`src/rtl/irqc_pkg.sv`:
```
package irqc_pkg;
   typedef enum logic [1:0] {
      SEL_NONE = 2'd0,
      SEL_STAT = 2'd1,
      SEL_MASK = 2'd2
   } irqc_sel_e;

   localparam int IRQC_LEVEL = 0;
   localparam int IRQC_EDGE  = 1;
endpackage

```
`src/rtl/irqc_evt_cond.sv`:
```
module irqc_evt_cond #(
   parameter int NUM_EVT   = 1,
   parameter int EDGE_MODE = 1
) (
   input  logic               clk,
   input  logic               rst_n,
   input  logic [NUM_EVT-1:0] evt_i,
   output logic [NUM_EVT-1:0] hit_o,
   output logic [NUM_EVT-1:0] prev_o
);
   logic [NUM_EVT-1:0] prev_q;

   always_ff @(posedge clk or negedge rst_n) begin
      if (!rst_n) prev_q <= '0;
      else        prev_q <= evt_i;
   end

   generate
      if (EDGE_MODE == irqc_pkg::IRQC_EDGE) begin : g_edge
         assign hit_o = evt_i & ~prev_q;
      end else begin : g_level
         assign hit_o = evt_i;
      end
   endgenerate

   assign prev_o = prev_q;
endmodule

```
`src/rtl/irqc_stat.sv`:
```
module irqc_stat #(
   parameter int NUM_EVT = 1
) (
   input  logic               clk,
   input  logic               rst_n,
   input  logic               soft_clr_i,
   input  logic [NUM_EVT-1:0] hit_i,
   input  logic               rd_clr_i,
   output logic [NUM_EVT-1:0] stat_o
);
   genvar gi;
   generate
      for (gi = 0; gi < NUM_EVT; gi++) begin : g_bit
         logic bit_q;
         always_ff @(posedge clk or negedge rst_n) begin
            if (!rst_n)          bit_q <= 1'b0;
            else if (soft_clr_i) bit_q <= 1'b0;
            else if (hit_i[gi])  bit_q <= 1'b1;
            else if (rd_clr_i)   bit_q <= 1'b0;
         end
         assign stat_o[gi] = bit_q;
      end
   endgenerate
endmodule

```
`src/rtl/irqc_mask.sv`:
```
module irqc_mask #(
   parameter int                 NUM_EVT  = 1,
   parameter logic [NUM_EVT-1:0] MASK_RST = '1
) (
   input  logic               clk,
   input  logic               rst_n,
   input  logic               soft_clr_i,
   input  logic               wr_i,
   input  logic [NUM_EVT-1:0] wdata_i,
   output logic [NUM_EVT-1:0] mask_o
);
   logic [NUM_EVT-1:0] mask_q;

   always_ff @(posedge clk or negedge rst_n) begin
      if (!rst_n)          mask_q <= MASK_RST;
      else if (soft_clr_i) mask_q <= MASK_RST;
      else if (wr_i)       mask_q <= wdata_i;
   end

   assign mask_o = mask_q;
endmodule

```
`src/rtl/irqc_pin.sv`:
```
module irqc_pin #(
   parameter int NUM_EVT = 1
) (
   input  logic               clk,
   input  logic               rst_n,
   input  logic               soft_clr_i,
   input  logic [NUM_EVT-1:0] stat_i,
   input  logic [NUM_EVT-1:0] mask_i,
   output logic               pd_o
);
   logic pend;
   logic pd_q;

   assign pend = |(stat_i & ~mask_i);

   always_ff @(posedge clk or negedge rst_n) begin
      if (!rst_n)          pd_q <= 1'b0;
      else if (soft_clr_i) pd_q <= 1'b0;
      else                 pd_q <= pend;
   end

   assign pd_o = pd_q;
endmodule

```
`src/rtl/ovp_irq_ctrl.sv`:
```
module ovp_irq_ctrl
   import irqc_pkg::*;
#(
   parameter int                NUM_EVT       = 1,
   parameter int                DATA_W        = 8,
   parameter int                ADDR_W        = 4,
   parameter int                EDGE_MODE     = IRQC_EDGE,
   parameter logic [ADDR_W-1:0] STAT_ADDR     = 4'h2,
   parameter logic [ADDR_W-1:0] MASK_ADDR     = 4'h3,
   parameter logic [DATA_W-1:0] MASK_RST_WORD = 8'h80
) (
   input  logic               clk,
   input  logic               rst_n,
   input  logic               chip_en_i,
   input  logic [NUM_EVT-1:0] evt_i,
   input  logic [ADDR_W-1:0]  reg_addr_i,
   input  logic               reg_wr_i,
   input  logic [DATA_W-1:0]  reg_wdata_i,
   input  logic               stat_rd_i,
   output logic [DATA_W-1:0]  reg_rdata_o,
   output logic               int_pd_o
);
   localparam int                 SHIFT         = DATA_W - NUM_EVT;
   localparam logic [DATA_W-1:0]  RSVD_MASK     = DATA_W'((64'd1 << SHIFT) - 64'd1);
   localparam logic [NUM_EVT-1:0] MASK_RST_BITS = MASK_RST_WORD[DATA_W-1 -: NUM_EVT];

   generate
      if (NUM_EVT < 1 || NUM_EVT > DATA_W) begin : g_bad_num
         $error("NUM_EVT must lie between 1 and DATA_W");
      end
      if (STAT_ADDR == MASK_ADDR) begin : g_bad_addr
         $error("status and mask addresses must differ");
      end
      if (EDGE_MODE != IRQC_EDGE && EDGE_MODE != IRQC_LEVEL) begin : g_bad_mode
         $error("EDGE_MODE must be edge or level");
      end
      if ((MASK_RST_WORD & RSVD_MASK) != '0) begin : g_bad_rst
         $error("mask reset word sets reserved bits");
      end
   endgenerate

   logic               soft_clr;
   logic [NUM_EVT-1:0] hit;
   logic [NUM_EVT-1:0] evt_prev;
   logic [NUM_EVT-1:0] stat_q;
   logic [NUM_EVT-1:0] mask_q;
   irqc_sel_e          sel;
   logic               unused_wbits;

   assign soft_clr     = ~chip_en_i;
   assign unused_wbits = ^reg_wdata_i;

   always_comb begin
      if (reg_addr_i == STAT_ADDR)      sel = SEL_STAT;
      else if (reg_addr_i == MASK_ADDR) sel = SEL_MASK;
      else                              sel = SEL_NONE;
   end

   irqc_evt_cond #(.NUM_EVT(NUM_EVT), .EDGE_MODE(EDGE_MODE)) u_cond (
      .clk    (clk),
      .rst_n  (rst_n),
      .evt_i  (evt_i),
      .hit_o  (hit),
      .prev_o (evt_prev)
   );

   irqc_stat #(.NUM_EVT(NUM_EVT)) u_stat (
      .clk        (clk),
      .rst_n      (rst_n),
      .soft_clr_i (soft_clr),
      .hit_i      (hit),
      .rd_clr_i   (stat_rd_i),
      .stat_o     (stat_q)
   );

   irqc_mask #(.NUM_EVT(NUM_EVT), .MASK_RST(MASK_RST_BITS)) u_mask (
      .clk        (clk),
      .rst_n      (rst_n),
      .soft_clr_i (soft_clr),
      .wr_i       (reg_wr_i && sel == SEL_MASK),
      .wdata_i    (reg_wdata_i[DATA_W-1 -: NUM_EVT]),
      .mask_o     (mask_q)
   );

   irqc_pin #(.NUM_EVT(NUM_EVT)) u_pin (
      .clk        (clk),
      .rst_n      (rst_n),
      .soft_clr_i (soft_clr),
      .stat_i     (stat_q),
      .mask_i     (mask_q),
      .pd_o       (int_pd_o)
   );

   always_comb begin
      unique case (sel)
         SEL_STAT: reg_rdata_o = DATA_W'(stat_q) << SHIFT;
         SEL_MASK: reg_rdata_o = DATA_W'(mask_q) << SHIFT;
         default:  reg_rdata_o = '0;
      endcase
   end
endmodule

```
`config.mk`:
```
export PLATFORM = sky130hd
export DESIGN_NAME = ovp_irq_ctrl
export DESIGN_NICKNAME = d
export VERILOG_FILES = /design/src/rtl/irqc_pkg.sv /design/src/rtl/irqc_evt_cond.sv /design/src/rtl/irqc_stat.sv /design/src/rtl/irqc_mask.sv /design/src/rtl/irqc_pin.sv /design/src/rtl/ovp_irq_ctrl.sv
export SDC_FILE = /design/constraint.sdc
export NUM_CORES = 1
export LEC_CHECK = 0
export ABC_CLOCK_PERIOD_IN_PS = 1400
export BUFFER_PORTS_ARGS = -buffer_cell sky130_fd_sc_hd__buf_2
export CORE_AREA = 2 2 39 41
export DETAILED_ROUTE_END_ITERATION = 7
export DIE_AREA = 0 0 41 43
export PLACE_DENSITY_LB_ADDON = 0.25
export SYNTH_ARGS = -nofsm -noshare
export SYNTH_HDL_FRONTEND = slang
export SYNTH_HIERARCHICAL = 1
export SYNTH_SLANG_ARGS = --single-unit
```
`constraint.sdc`:
```
create_clock -name clk -period 1.4 [get_ports clk]
set_clock_uncertainty 0.2 [all_clocks]
set_input_delay 0.28 -clock clk [delete_from_list [all_inputs] [get_ports clk]]
set_output_delay 0.28 -clock clk [all_outputs]
set_load 0.02 [all_outputs]
```
Yosys cells after proc, flatten, opt, wreduce, memory -nomap -nowiden
Cells that the tools add are included.
{"block": "classes", "eq_ne": 6, "muxes": 9, "n_bitwise": 4, "n_reduce_logical": 1}
{"op": "$pmux 8 s2", "n": 1}
{"op": "$eq 4x2->1 const B", "n": 2}
{"op": "$mux 1", "n": 6}
{"op": "$mux 2", "n": 2}
{"op": "$ne 3x1->1 const B", "n": 1}
{"op": "$and 1x1->1", "n": 2}
{"op": "$eq 2x1->1 const B", "n": 1}
{"op": "$eq 2x2->1 const B", "n": 1}
{"op": "$ne 2x1->1 const B", "n": 1}
{"op": "$not 1->1", "n": 2}
{"op": "$logic_and 1x1->1", "n": 1}
{"block": "totals", "reg_bits": 4, "output_inout_bits": 9}

Logic depth before layout (Yosys ltp)
{"block": "logic_depth", "ltp_word": 7, "mapped_depth": 4, "depth_no_buf": 4}

Hierarchy
Netlist, hierarchy kept.
{"module": "ovp_irq_ctrl", "n_inst": 1, "cells_each": 13, "area_per_inst_um2": 91.3, "seq_area_each_um2": 0.0}
{"module": "irqc_stat", "n_inst": 1, "cells_each": 4, "area_per_inst_um2": 43.8, "seq_area_each_um2": 25.0}
{"module": "irqc_mask", "n_inst": 1, "cells_each": 3, "area_per_inst_um2": 41.3, "seq_area_each_um2": 26.3}
{"module": "irqc_evt_cond", "n_inst": 1, "cells_each": 2, "area_per_inst_um2": 38.8, "seq_area_each_um2": 25.0}
{"module": "irqc_pin", "n_inst": 1, "cells_each": 2, "area_per_inst_um2": 37.5, "seq_area_each_um2": 25.0}

Worst setup path after synthesis
OpenSTA, ideal clock, no wires.
{"block": "synth_timing", "kind": "reg-to-output", "startpoint": "reg u_mask.mask_q, in the netlist u_mask/mask_o", "endpoint": "out reg_rdata_o[7]", "arrival_ns": 0.888, "required_time_ns": 0.920, "slack_ns": 0.032, "path_stages_with_launch": 3, "path_cell_list": "dfstp_2 > mux2_1 > and3_1"}
{"block": "synth_between", "elab_chain_len": 1}
{"item": "start: declaration", "line_no": "irqc_mask.sv:12", "source": "logic [NUM_EVT-1:0] mask_q;"}
{"item": "start signal: assignment", "line_no": "irqc_mask.sv:17", "source": "else if (wr_i) mask_q <= wdata_i;"}
{"item": "$pmux 8 s2", "line_no": "ovp_irq_ctrl.sv:95", "source": "unique case (sel)"}
{"item": "end: declaration", "line_no": "ovp_irq_ctrl.sv:20", "source": "output logic [DATA_W-1:0] reg_rdata_o,"}
No other way between the ends.

Final worst setup path
Ends and elaborated chain as after synthesis.

==> results.json <==
{
  "status": "finished, violations left",
  "violations": "setup timing",
  "grt_pass1_wl_um": 627,
  "clockPowerShare_pct": 46.6,
  "grt.busiest_layer": "met3",
  "hp-class": "input pin to flop",
  "hpwl_um": 352,
  "n_antenna_cell": 0,
  "cts_tree": "built",
  "place_congestion": 0.580,
  "drc_errors": 0,
  "maxCapViolations": 0,
  "ys_warn_count": 6,
  "ant_nets": 0,
  "worstSetupEndpointType": "primary output",
  "netSwitchingFraction_pct": 25.3,
  "fin_area_um2": 379,
  "start_kind": "flop",
  "grtUsageTotal_pct": 6.26,
  "initial_core_util_pct": 18.3,
  "cell_internal_pwr_uw": 256,
  "total_power_uw": 343,
  "rows": 14,
  "hold_viol": 0,
  "drv_slew": 0,
  "worstPathMaxFanout": 2,
  "die_area_um2": 1760,
  "netSwitchingPower_uw": 86.8,
  "required_ns": 0.92,
  "clk_pin_slew_ns": 0.04,
  "pwr-share-comb_pct": 17.6,
  "avgSynthCellArea_um2": 10.5,
  "seqPwrFrac_pct": 35.8,
  "final_util_pct": 27.4,
  "crit_slowest_cell": "dfstp_2",
  "place_area_um2": 318,
  "clock.fmax_mhz": 611,
  "grt_util_met3_pct": 6.81,
  "coreArea_um2": 1380,
  "crit_chain": "mux2_4, and3_4, buf_6",
  "cts_root_buf": "clkbuf_4",
  "cts_max_path_buffers": 2,
  "drt_iter0_drc": 5,
  "clock_sinks": 4,
  "grt_max_degree": 5,
  "min_period_over_period_pct": 117,
  "firstDrtPassIters": 4,
  "synth-seq-cells": 4,
  "nets": 62,
  "most-common-layout-cells": "11 x buf_2, 7 x conb_1, 3 x clkbuf_4, 3 x dfrtp_1",
  "worst_ep_arrival_time_ns": 1.16,
  "holdWs_ns": 0.0679,
  "n_fill_cell": 152,
  "p_per_area_nw_per_um2": 905,
  "ir_drop_uv": 674,
  "totalWireLength_um": 460,
  "worstSkewPairLatency_ns": 0.24,
  "port_buffers": 12,
  "drive_gt1_share_pct": 55.8,
  "crit_path_max_incr_delay_ns": 0.52,
  "period_minus_slack_ns": 1.64,
  "met1_usage_pct": 6.54,
  "overflow": 0,
  "seq_area_frac_synth_pct": 40.1,
  "die_w_um": 41,
  "setup_violations": 1,
  "rsz0062_at_grt": "yes",
  "layout_setup_ws_ns": -0.235,
  "yosysUniqueCellTypes": 15,
  "h-tree-depth": 1,
  "use_met2_pct": 6.25,
  "die_y_um": 43,
  "antenna_found_initial": 0,
  "critPathKind": "flop to primary output",
  "finalSetupTns_ns": -0.235,
  "cts_made_buffers": 3,
  "final_common_cell": "buf_2",
  "pin_count": 27,
  "avgRoutedWirePerCell_um": 7.80,
  "p_leak_uw": 0.000196,
  "post_cts_buffers": 0,
  "grt_pass1_vias": 173,
  "synthesis.instances": 24,
  "synth_area_um2": 253,
  "syn_to_final_growth_pct": 50.0,
  "vias": 205,
  "viasPerCell": 3.47
}
[what timing repair did]
item	4_1_cts	5_1_grt
resized for setup	4	0
setup endpoints to repair	1	1
hold buffers	2	0
pin swaps	1	0
endpoints found under the hold margin	5	0
[area by class of cell]
type	instances	area, um^2	share of cell area (%)
Sequential cell	4	101	26.7
Multi-Input combinational cell	17	123	32.3
Timing Repair Buffer	16	101	26.7
Clock buffer	4	26.3	6.93
Tap cell	16	20.0	5.28
Inverter	2	7.51	1.98
[synth_stat cells, drive strengths merged]
cell / n / area (um^2)
nor2: 1 / 3.75
mux2: 1 / 11.3
inv: 2 / 7.51
dfrtp: 3 / 75.1
and4: 1 / 10.0
nor2b: 2 / 20.0
buf: 7 / 52.6
a21oi: 1 / 8.76
dfstp: 1 / 26.3
a211o: 1 / 8.76
nand2b: 1 / 6.26
and3: 1 / 6.26
nor3b: 1 / 12.5
conb: 1 / 3.75
[stage by stage]
step / setup WS (ns) / std cells
4_1_cts: -0.245 / 59
5_1_grt: -0.275 / 59
3_3_place_gp: -0.0834 / 53
3_5_place_dp: -0.0769 / 53
2_1_floorplan: 0.0317 / 30
6_report: -0.235 / 59
[final timing paths]
path / start / to / slack [ns] / depth (start not counted)
worst min-delay path: reg_wdata_i[7] / u_mask/mask_o$_DFFE_PN1P_ / 0.07 / 2
max in group asynchronous: rst_n / u_mask/mask_o$_DFFE_PN1P_ / 0.62 / 2
min in group asynchronous: rst_n / u_cond/prev_o$_DFF_PN0_ / 0.18 / 2
worst max register to register: u_mask/mask_o$_DFFE_PN1P_ / u_mask/mask_o$_DFFE_PN1P_ / 0.26 / 3
worst min register to register: u_cond/prev_o$_DFF_PN0_ / u_stat/stat_o$_DFFE_PN0P_ / 0.34 / 3
worst max-delay path: u_mask/mask_o$_DFFE_PN1P_ / reg_rdata_o[7] / -0.24 / 3
[state kept, by name, summed over array words and instances, names as in the netlist]
signal	cells
u_cond/prev_o	1
u_mask/mask_o	1
u_pin/pd_o	1
u_stat/stat_o	1
[per-layer routing]
metal / vias to the layer above / part of all wire, %
met5: - / 0
met3: 2 / 22
met1: 82 / 37
met2: 18 / 39
met4: 0 / 1.5
li1: 103 / -
[kinds of logic (layout without fill, tap and decap cells)]
group                  Yosys count  count (layout)  synth area share, %
multiplexers                     1               1                 4.46
AND/OR/NAND/NOR                  7               7                 23.3
buffers and inverters            9              22                 23.8
flip-flops                       4               4                 40.1
AO/OA/AOI/OAI                    2               2                 6.93
other                            1               7                 1.48
[critical path: cells and delay by family, from the launching register on]
kind | cells | cell delay (ns)
flops | 1 | 0.52
simple gates | 1 | 0.16
mux | 1 | 0.13
buf+inv | 1 | 0.11
[power by group through the flow]
| stage | clock network [uW] | logic (uW) | registers (uW) |
|---|---|---|---|
| floorplan | 0 | 45.0 | 124 |
| global placement | 0 | 51.3 | 124 |
| detailed placement | 0 | 51.2 | 124 |
| CTS | 168 | 60.3 | 123 |
| global route | 173 | 66.1 | 123 |
| finish | 160 | 60.5 | 123 |
No activity file was read; power rests on OpenSTA's default activity.
